<file path="src/rtl/mld_ee_pkg.sv">
package mld_ee_pkg;

    typedef enum logic [2:0] {
        PH_IDLE,
        PH_SCAN,
        PH_FULL,
        PH_DONE_FAST,
        PH_DONE_FULL
    } phase_e;

    typedef struct packed {
        logic at_last;
        logic clean;
    } scan_verdict_t;

    function automatic int unsigned ones64(input logic [63:0] v, input int unsigned w);
        int unsigned n;
        n = 0;
        for (int unsigned i = 0; i < 64; i++) begin
            if (i < w && v[i]) n++;
        end
        return n;
    endfunction

endpackage

</file>
<file path="src/rtl/mld_ee_scan.sv">
module mld_ee_scan
    import mld_ee_pkg::*;
#(
    parameter int unsigned DET = 3,
    parameter int unsigned J   = 9
) (
    input  logic          clk,
    input  logic          rst,
    input  logic          clr,
    input  logic          en,
    input  logic [J-1:0]  chk,
    output scan_verdict_t verdict
);
    localparam int unsigned CW = $clog2(DET + 1);

    logic [CW-1:0]  cnt;
    logic [DET-1:0] hist;
    logic [DET-1:0] hist_nxt;
    logic           any_now;

    assign any_now = |chk;

    generate
        if (DET > 1) begin : g_deep
            assign hist_nxt = {hist[DET-2:0], any_now};
        end else begin : g_single
            assign hist_nxt = any_now;
        end
    endgenerate

    always_ff @(posedge clk) begin
        if (rst || clr) begin
            cnt  <= '0;
            hist <= '0;
        end else if (en) begin
            hist <= hist_nxt;
            if (cnt != CW'(DET)) cnt <= cnt + 1'b1;
        end
    end

    always_comb begin
        verdict.at_last = en && (cnt == CW'(DET - 1));
        verdict.clean   = ~|hist_nxt;
    end
endmodule

</file>
<file path="src/rtl/mld_ee_rot.sv">
module mld_ee_rot
    import mld_ee_pkg::*;
#(
    parameter int unsigned N = 73,
    parameter int unsigned J = 9
) (
    input  logic         clk,
    input  logic         rst,
    input  logic         load,
    input  logic [N-1:0] word_in,
    input  logic         step,
    input  logic [J-1:0] chk,
    output logic [N-1:0] word_q
);
    logic maj;

    always_comb maj = ones64(64'(chk), J) > (J / 2);

    always_ff @(posedge clk) begin
        if (rst)       word_q <= '0;
        else if (load) word_q <= word_in;
        else if (step) word_q <= {word_q[N-2:0], word_q[N-1] ^ maj};
    end
endmodule

</file>
<file path="src/rtl/mld_ee_len.sv">
module mld_ee_len #(
    parameter int unsigned N = 73
) (
    input  logic clk,
    input  logic rst,
    input  logic clr,
    input  logic step,
    output logic last
);
    localparam int unsigned CW = $clog2(N);

    logic [CW-1:0] cnt;

    assign last = step && (cnt == CW'(N - 1));

    always_ff @(posedge clk) begin
        if (rst || clr)          cnt <= '0;
        else if (step && !last)  cnt <= cnt + 1'b1;
    end
endmodule

</file>
<file path="src/rtl/mld_early_exit.sv">
module mld_early_exit
    import mld_ee_pkg::*;
#(
    parameter int unsigned N   = 73,
    parameter int unsigned J   = 9,
    parameter int unsigned DET = 3
) (
    input  logic         clk,
    input  logic         rst,
    input  logic         start,
    input  logic [N-1:0] word_in,
    input  logic [J-1:0] chk,
    output logic         finish,
    output logic         err_det,
    output logic [N-1:0] word_out
);
    phase_e        phase_q, phase_d;
    scan_verdict_t verdict;
    logic          accept, scan_en, step, last_step;
    logic [N-1:0]  word_q, word_unrot;

    assign accept  = start && (phase_q == PH_IDLE || phase_q == PH_DONE_FAST ||
                               phase_q == PH_DONE_FULL);
    assign scan_en = (phase_q == PH_SCAN);
    assign step    = scan_en || (phase_q == PH_FULL);

    mld_ee_scan #(.DET(DET), .J(J)) u_scan (
        .clk(clk), .rst(rst), .clr(accept), .en(scan_en), .chk(chk), .verdict(verdict)
    );

    mld_ee_rot #(.N(N), .J(J)) u_rot (
        .clk(clk), .rst(rst), .load(accept), .word_in(word_in),
        .step(step), .chk(chk), .word_q(word_q)
    );

    mld_ee_len #(.N(N)) u_len (
        .clk(clk), .rst(rst), .clr(accept), .step(step), .last(last_step)
    );

    always_comb begin
        phase_d = phase_q;
        if (accept) begin
            phase_d = PH_SCAN;
        end else begin
            case (phase_q)
                PH_SCAN: if (verdict.at_last)
                             phase_d = verdict.clean ? PH_DONE_FAST : PH_FULL;
                PH_FULL: if (last_step) phase_d = PH_DONE_FULL;
                default: phase_d = phase_q;
            endcase
        end
    end

    always_ff @(posedge clk) begin
        if (rst) phase_q <= PH_IDLE;
        else     phase_q <= phase_d;
    end

    assign word_unrot = {word_q[DET-1:0], word_q[N-1:DET]};

    always_comb begin
        finish   = (phase_q == PH_DONE_FAST) || (phase_q == PH_DONE_FULL);
        err_det  = (phase_q == PH_FULL);
        word_out = '0;
        if (phase_q == PH_DONE_FAST)      word_out = word_unrot;
        else if (phase_q == PH_DONE_FULL) word_out = word_q;
    end
endmodule

</file>
<file path="config.mk">
export PLATFORM = sky130hd
export DESIGN_NAME = mld_early_exit
export DESIGN_NICKNAME = d
export VERILOG_FILES = /design/src/rtl/mld_ee_pkg.sv /design/src/rtl/mld_ee_scan.sv /design/src/rtl/mld_ee_rot.sv /design/src/rtl/mld_ee_len.sv /design/src/rtl/mld_early_exit.sv
export SDC_FILE = /design/constraint.sdc
export NUM_CORES = 1
export LEC_CHECK = 0
export CORE_MARGIN = 2
export CORE_UTILIZATION = 36
export CTS_CLUSTER_SIZE = 40
export DETAILED_ROUTE_END_ITERATION = 12
export GPL_ROUTABILITY_DRIVEN = 0
export GPL_TIMING_DRIVEN = 0
export PLACE_DENSITY = 0.67
export SLEW_MARGIN = 20
export SYNTH_ARGS = -nofsm -noshare
export SYNTH_HDL_FRONTEND = slang
export SYNTH_SLANG_ARGS = --single-unit
export TNS_END_PERCENT = 10
</file>
<file path="constraint.sdc">
create_clock -name clk -period 5.1 [get_ports clk]
set_input_delay 0.51 -clock clk [delete_from_list [all_inputs] [get_ports clk]]
set_output_delay 0.51 -clock clk [all_outputs]
set_load 0.01 [all_outputs]
</file>
==> Flow_metrics.wiki, run 1 <==
{| class="wikitable"
! Metric !! Value
|-
| Worst hold slack across all endpoints || 0.4878 ns
|-
| Leading cell types by count after synthesis || sky130_fd_sc_hd__nand2_1, sky130_fd_sc_hd__nor2_1, sky130_fd_sc_hd__dfxtp_1
|-
| Critical register-to-register path startpoint || phase_q[0]
|-
| Area grow syn2layout || 40.69%
|-
| Number of warnings printed during yosys synthesis || 0
|-
| Cells after synthesis || 666
|-
| Area of the die || 15,590 sq um
|-
| Initial Utilization || 36.46%
|-
| Main area contributors after synthesis || sky130_fd_sc_hd__dfxtp_1, sky130_fd_sc_hd__a22o_1, sky130_fd_sc_hd__a311oi_1, sky130_fd_sc_hd__nand2_1, sky130_fd_sc_hd__nor2_1
|-
| Cell with the largest stage delay on the worst path || sky130_fd_sc_hd__ha_1
|-
| VDD IR-drop max || 0.0001939 V
|-
| Number of flops mapped to enable cells by yosys || 0
|-
| Count of max-cap constraint violations || 0
|-
| Number of antenna violations at the first check in global routing || 0
|-
| Clock Root Buffer || sky130_fd_sc_hd__clkbuf_16
|-
| Total length of routed wires || 16,740 um
|-
| Core area || 14,420 sq um
|-
| Slew HR || 40.04%
|-
| Synthesized net count || 764
|-
| Final setup fails || 0
|-
| Terminating pin of the worst hold path || u_scan.hist[1]
|-
| Mean area per synthesized cell || 7.896 sq um
|-
| Worst R2R End || u_rot.word_q[39]
|-
| Peak Freq || 214.9 MHz
|-
| Vertical extent of the die || 124.9 um
|-
| Number of buffers inserted during clock tree synthesis || 9
|-
| Share of final-layout standard cells stronger than drive strength 1 || 4.529%
|-
| FP Rows || 44
|-
| Slew at the pin closest to its max-slew limit || 0.8933 ns
|-
| Routed wire length per instance || 16.36 um
|-
| Ports || 160
|-
| Setup slack of the most critical reg-to-reg path || 2.17 ns
|-
| Buffer levels on the longest clock path || 2
|-
| Most frequent cell on the critical path || sky130_fd_sc_hd__ha_1
|-
| Run status || finished, final reports clean
|-
| Required time of the worst setup path || 5.32 ns
|-
| Endpoint type of the worst setup path || register
|-
| Detailed Routing Iterations Pass 1 || 5
|-
| CP arrival || 4.88 ns
|-
| Ys async rst share || 0%
|-
| Post-synth top area cell || sky130_fd_sc_hd__dfxtp_1
|-
| Final net count || 932
|-
| Port-buffer cells || 155
|-
| TritonCTS clock tree || yes
|-
| Power Density || 401.4 nW/um^2
|-
| Kind of critical path || in2reg
|-
| Ordered cell list for the critical path || dlymetal6s2s_1 > inv_1 > ha_1 > mux2i_2 > xor2_1 > a21oi_1 > ha_1 > nor2b_2 > nor3_2 > ha_1 > nand2_1 > o41ai_2 > ha_1 > mux2_2 > ha_1 > mux2_2 > ha_1 > nand2b_1 > a21oi_1 > o2bb2ai_1 > or3_1 > mux2i_1 > nor2_1
|-
| HPWL after DPL || 12,290 um
|-
| CP Launch Type || input port
|-
| Crit share post-route || 91.23%
|-
| Critical path buffers and inverters || 2
|-
| Vias in the first global route || 5,198
|-
| Number of design-rule violations left by the first detailed-router iteration || 392
|-
| Total clock sinks || 87
|-
| Max-slew violations || 0
|-
| Clock latency reported for the late side of the worst-skew pair || 0.33 ns
|-
| Largest net degree at the start of global routing || 17
|-
| Setup repair after global routing missed its margin || false
|-
| Final number of hold-violating endpoints || 0
|-
| Classification of the worst-slack hold path || reg2reg
|-
| Residual DRC count || 0
|-
| Number of storage elements in the synthesis netlist || 87
|-
| Proportion of netlist area held by the largest area contributor || 33.12%
|-
| Wire length of the first global-routing pass || 26,690 um
|-
| CP peak stage delay || 0.32 ns
|-
| Vias per Instance || 5.487
|-
| Top delay family on crit path || adder cells
|-
| Global router's overall resource usage || 20.61%
|-
| Number of cells on the worst hold path || 2
|-
| Worst-path maximum fanout || 4
|-
| Number of diodes || 0
|-
| Static leakage || 2.633 nW
|-
| Fin crit period || 4.653 ns
|-
| Die extent in x || 124.9 um
|-
| Worst min-delay path startpoint || u_scan.hist[1]
|-
| Number of levels the H-tree was split into || 3
|-
| Via count || 5,613
|-
| Worst clock skew || 0.01074 ns
|-
| Post-route antenna net violation count || 0
|-
| Most used standard cell by instance count after synthesis || sky130_fd_sc_hd__nand2_1
|-
| Ys flop type || sky130_fd_sc_hd__dfxtp_1
|-
| Remaining global-route overflow || 0
|-
| Clock-pin slew on the worst setup and hold paths || 0.06 ns
|-
| Hold Buf Count CTS || 0
|-
| Combined area of all synthesized cells || 5259 sq um
|-
| Number of cells on the worst reg-to-reg path || 8
|-
| Total stage count of the critical path || 23
|-
| Sequential-to-total area share from yosys stat || 33.12%
|-
| Overall power consumption || 2.969 mW
|-
| Number of distinct library cell variants in the gate-level netlist after synthesis || 55
|}
## power by group
| part | internal, mW | switching (mW) |
|---|---|---|
| clock network | 0.402 | 0.292 |
| registers | 0.880 | 0.230 |
| logic | 0.456 | 0.709 |
## cells by family (layout without fill, tap and decap cells)
family,after synthesis,after routing,synth area share (%)
AND/OR/NAND/NOR,291,291,23.44
buffers and inverters,70,243,5.330
XOR/XNOR,22,22,4.592
AO/OA/AOI/OAI,172,172,28.29
flip-flops,87,87,33.12
multiplexers,10,10,1.951
adder cells (fa/ha/maj),14,14,3.283
## final cells by class
cell class                      instances  area (sq um)
Sequential cell                        87          1742
Timing Repair Buffer                  157          1572
Clock inverter                          6         73.82
Clock buffer                           10         239.0
Tap cell                              184         230.2
Buffer                                 63         254.0
Fill cell                            1435          7025
Multi-Input combinational cell        509          3262
Inverter                                7         26.28
## layer usage
layer | global-route usage [%] | vias to the layer above | routed length, um
met3 | 3.179 | 9 | 946
met4 | 4.706 | 0 | 124
met1 | 28.58 | 2654 | 7976
met5 | 0 | - | 0
met2 | 33.85 | 191 | 7691
li1 | - | 2759 | -
## stage by stage
step	setup WS, ns	instance area (sq um)	std cells	setup TNS (ns)	util [%]
2_1_floorplan	0.2266	5259	666	0	-
3_3_place_gp	-0.6129	7041	1005	-0.6129	48.81
3_5_place_dp	-0.7005	7041	1005	-0.7005	48.81
4_1_cts	0.004643	7382	1023	0	51.18
5_1_grt	0.1834	7398	1023	0	51.29
6_report	0.4472	7398	1023	0	51.29
## sequential cells by signal, summed over array words and instances, names as in the netlist
register      flops
phase_q           3
u_len.cnt         7
u_rot.word_q     73
u_scan.cnt        2
u_scan.hist       2
## timing repair
item,CTS,global route
pin swaps,2,4
setup endpoints to repair,1,1
setup buffers,2,0
gates resized for setup,4,4
## worst max path at each step
stage	startpoint	end	slack, ns
finish	chk[0]	u_rot.word_q[0]	0.45
global route	chk[0]	u_rot.word_q[0]	0.18
CTS	chk[0]	u_rot.word_q[0]	0.005
detailed placement	chk[0]	u_rot.word_q[0]	-0.70
global placement	chk[0]	u_rot.word_q[0]	-0.61
floorplan	chk[0]	u_rot.word_q[0]	0.23
## cells in the final DEF, fill, tap and decap left out, types with 4 or more instances in the layout
master,n
sky130_fd_sc_hd__dfxtp_1,87
sky130_fd_sc_hd__mux2i_1,7
sky130_fd_sc_hd__clkbuf_16,9
sky130_fd_sc_hd__inv_6,4
sky130_fd_sc_hd__inv_1,7
sky130_fd_sc_hd__clkdlybuf4s50_1,153
sky130_fd_sc_hd__a22o_1,73
sky130_fd_sc_hd__xor2_1,10
sky130_fd_sc_hd__nand2_1,154
sky130_fd_sc_hd__buf_1,15
sky130_fd_sc_hd__nor3_1,4
sky130_fd_sc_hd__a21oi_1,10
sky130_fd_sc_hd__a311oi_1,71
sky130_fd_sc_hd__xnor2_1,8
sky130_fd_sc_hd__nand3_1,6
sky130_fd_sc_hd__clkbuf_1,44
sky130_fd_sc_hd__nand2b_1,5
sky130_fd_sc_hd__ha_1,12
sky130_fd_sc_hd__nor2_1,91
## worst min-delay path, delay by kind of cell (launching register included)
kind             cells  cell delay [ns]
AND/OR/NAND/NOR      1             0.05
flip-flops           1             0.31
AO/OA/AOI/OAI        1             0.07
Note: power is estimated with default switching activity, not from simulation.
==> inputs of run 2 (changes only) <==
--- a/config.mk
+++ b/config.mk
@@ -6,12 +6,13 @@
 export NUM_CORES = 1
 export LEC_CHECK = 0
 export CORE_MARGIN = 2
-export CORE_UTILIZATION = 36
+export CORE_UTILIZATION = 43
 export CTS_CLUSTER_SIZE = 40
 export DETAILED_ROUTE_END_ITERATION = 12
 export GPL_ROUTABILITY_DRIVEN = 0
 export GPL_TIMING_DRIVEN = 0
-export PLACE_DENSITY = 0.67
+export HOLD_SLACK_MARGIN = 0.12
+export PLACE_DENSITY = 0.77
 export SLEW_MARGIN = 20
 export SYNTH_ARGS = -nofsm -noshare
 export SYNTH_HDL_FRONTEND = slang
==> Flow_metrics.wiki, run 2 (synthesis gave the netlist of run 1 again) <==
{| class="wikitable"
! Metric !! Value
|-
| Run status || finished, final reports clean (unchanged)
|-
| Number of antenna violations at the first check in global routing || 0 (unchanged)
|-
| Wire length of the first global-routing pass || 26,570 um (was 26,690 um)
|-
| Overall power consumption || 2.922 mW (was 2.969 mW)
|-
| Vias per Instance || 5.917 (was 5.487)
|-
| Vias in the first global route || 5,363 (was 5,198)
|-
| Worst-path maximum fanout || 4 (unchanged)
|-
| Max-slew violations || 0 (unchanged)
|-
| Die extent in x || 114.6 um (was 124.9 um)
|-
| Clock Root Buffer || sky130_fd_sc_hd__clkbuf_16 (unchanged)
|-
| Area grow syn2layout || 40.02% (was 40.69%)
|-
| Busiest grt layer || met2 (unchanged)
|-
| Fill cell total of the finished layout || 1,074 (was 1,435)
|-
| Final setup fails || 0 (unchanged)
|-
| Total clock sinks || 87 (unchanged)
|-
| Most common cell after layout, fill and taps aside || sky130_fd_sc_hd__nand2_1 (unchanged)
|-
| Number of diodes || 0 (unchanged)
|-
| Slew HR || 36.93% (was 40.04%)
|-
| Global router's overall resource usage || 25.04% (was 20.61%)
|-
| Peak Freq || 213.5 MHz (was 214.9 MHz)
|-
| Regs by FF count || u_rot.word_q: 73 flops, u_len.cnt: 7 flops, phase_q: 3 flops (unchanged)
|-
| Detailed Routing Iterations Pass 1 || 5 (unchanged)
|-
| Worst clock skew || 0.01021 ns (was 0.01074 ns)
|-
| Static leakage || 2.633 nW (about the same)
|-
| Power Density || 396.9 nW/um^2 (was 401.4 nW/um^2)
|-
| Largest register FFs || 73 (unchanged)
|-
| Via count || 5,852 (was 5,613)
|-
| Global-route track usage on met3 || 4.182% (was 3.179%)
|-
| Number of buffers inserted during clock tree synthesis || 9 (unchanged)
|-
| Clock-pin slew on the worst setup and hold paths || 0.06 ns (about the same)
|-
| Area of the die || 13,130 sq um (was 15,590 sq um)
|-
| Total length of routed wires || 17,040 um (was 16,740 um)
|-
| Remaining global-route overflow || 0 (unchanged)
|-
| Crit share post-route || 91.82% (was 91.23%)
|-
| CP Launch Type || input port (unchanged)
|-
| Ports || 160 (unchanged)
|-
| Met1 routing resource usage after global routing || 32.89% (was 28.58%)
|-
| Routed wire length per instance || 17.23 um (was 16.36 um)
|-
| Final net count || 935 (was 932)
|-
| Post-route antenna net violation count || 0 (unchanged)
|-
| Vertical extent of the die || 114.6 um (was 124.9 um)
|-
| Fin crit period || 4.683 ns (was 4.653 ns)
|-
| Final core utilization || 61.56% (was 51.29%)
|-
| Core area || 11,960 sq um (was 14,420 sq um)
|-
| VDD IR-drop max || 0.0002178 V (was 0.0001939 V)
|-
| Initial Utilization || 43.96% (was 36.46%)
|-
| Final design area excluding fillers || 7363 sq um (was 7398 sq um)
|-
| Slew at the pin closest to its max-slew limit || 0.9397 ns (was 0.8933 ns)
|-
| TritonCTS clock tree || yes (unchanged)
|-
| Share of final-layout standard cells stronger than drive strength 1 || 4.751% (was 4.529%)
|-
| Residual DRC count || 0 (unchanged)
|-
| Port-buffer cells || 155 (unchanged)
|-
| Buffer levels on the longest clock path || 2 (unchanged)
|-
| CP arrival || 4.91 ns (was 4.88 ns)
|-
| Endpoint type of the worst setup path || register (unchanged)
|-
| Number of design-rule violations left by the first detailed-router iteration || 541 (was 392)
|-
| Setup repair after global routing missed its margin || false (unchanged)
|-
| FP Rows || 40 (was 44)
|-
| Classification of the worst-slack hold path || reg2reg (unchanged)
|-
| HPWL after DPL || 12,610 um (was 12,290 um)
|-
| Required time of the worst setup path || 5.32 ns (about the same)
|-
| Final number of hold-violating endpoints || 0 (unchanged)
|-
| Count of max-cap constraint violations || 0 (unchanged)
|-
| Number of levels the H-tree was split into || 3 (unchanged)
|-
| Top reg by flops || u_rot.word_q (unchanged)
|-
| Kind of critical path || in2reg (unchanged)
|-
| Most used cells in the layout excluding fill and tap cells || sky130_fd_sc_hd__nand2_1, sky130_fd_sc_hd__clkdlybuf4s50_1, sky130_fd_sc_hd__nor2_1 (unchanged)
|-
| Global Route met2 Usage || 41.70% (was 33.85%)
|-
| Clock latency reported for the late side of the worst-skew pair || 0.34 ns (was 0.33 ns)
|-
| Placed cell areas || 6994 sq um (was 7041 sq um)
|-
| Largest net degree at the start of global routing || 17 (unchanged)
|}
-- run 2: changes by cell type in the layout (fill, tap and decap cells not counted), sizes merged --
cell / previous run / this run
buf: 21 / 24
bufinv: 1 / 0
clkinv: 1 / 2
clkinvlp: 0 / 1
inv: 11 / 10
-- run 2: metal layers --
layer / wire length, um / share of wire [%] / vias to the layer above
met2: 7957 / 47 / 292
met4: 333 / 2.0 / 0
met3: 1487 / 8.7 / 32
met1: 7260 / 43 / 2757
li1: - / - / 2771
met5: 0 / 0 / -
-- run 2: path summary, 6_finish.rpt --
path	startpoint	depth (start not counted)	to	slack, ns
worst max-delay path	chk[0]	23	u_rot.word_q[0]	0.42
worst min register to register	u_scan.hist[1]	2	u_scan.hist[1]	0.48
worst max register to register	phase_q[0]	8	u_rot.word_q[55]	2.14
worst min-delay path	u_scan.hist[1]	2	u_scan.hist[1]	0.48
-- run 2: worst max-delay path: stages --
cell and delay, ns:
sky130_fd_sc_hd__dlymetal6s2s_1 0.16, sky130_fd_sc_hd__inv_1 0.11, sky130_fd_sc_hd__ha_1 0.22, sky130_fd_sc_hd__mux2i_2 0.19, sky130_fd_sc_hd__xor2_1 0.21, sky130_fd_sc_hd__a21oi_1 0.10
sky130_fd_sc_hd__ha_1 0.32, sky130_fd_sc_hd__nor2b_4 0.16, sky130_fd_sc_hd__nor3_4 0.06, sky130_fd_sc_hd__ha_1 0.32, sky130_fd_sc_hd__nand2_1 0.09, sky130_fd_sc_hd__o41ai_2 0.10
sky130_fd_sc_hd__ha_1 0.31, sky130_fd_sc_hd__mux2_2 0.30, sky130_fd_sc_hd__ha_1 0.33, sky130_fd_sc_hd__mux2_2 0.29, sky130_fd_sc_hd__ha_1 0.28, sky130_fd_sc_hd__nand2b_1 0.16
sky130_fd_sc_hd__a21oi_2 0.13, sky130_fd_sc_hd__o2bb2ai_1 0.08, sky130_fd_sc_hd__or3_1 0.30, sky130_fd_sc_hd__mux2i_1 0.14, sky130_fd_sc_hd__nor2_1 0.06
-- run 2: report_power, final --
part           internal (mW)  total, mW  leakage [nW]  switching [mW]
registers              0.880       1.11         0.719           0.228
logic                  0.466       1.19          1.78           0.725
clock network          0.337      0.623         0.134           0.286
-- run 2: through the flow --
stage / TNS (ns) / hold slack [ns] / worst slack, ns / cells
after detailed placement: -0.7525 / 0.4695 / -0.7525 / 968
after global placement: -0.5464 / 0.4384 / -0.5464 / 968
after global routing: 0 / 0.4852 / 0.2123 / 989
after floorplan: 0 / 0.4313 / 0.2266 / 666
final: 0 / 0.4834 / 0.4171 / 989
after CTS: 0 / 0.4787 / 0.01941 / 988
-- run 2: final cells by class --
cell class	count	area, sq um	share of cell area, %
Buffer	63	254.0	3.449
Clock buffer	10	229.0	3.110
Clock inverter	6	51.30	0.6967
Inverter	7	26.28	0.3568
Multi-Input combinational cell	509	3283	44.59
Sequential cell	87	1742	23.65
Tap cell	147	183.9	2.498
Timing Repair Buffer	160	1594	21.65
-- run 2: repair_timing --
item	CTS	global route
gates cloned	0	0
hold buffers	0	0
gates resized for setup	5	6
setup endpoints to repair	1	1
setup buffers	4	1
pin swaps	3	5
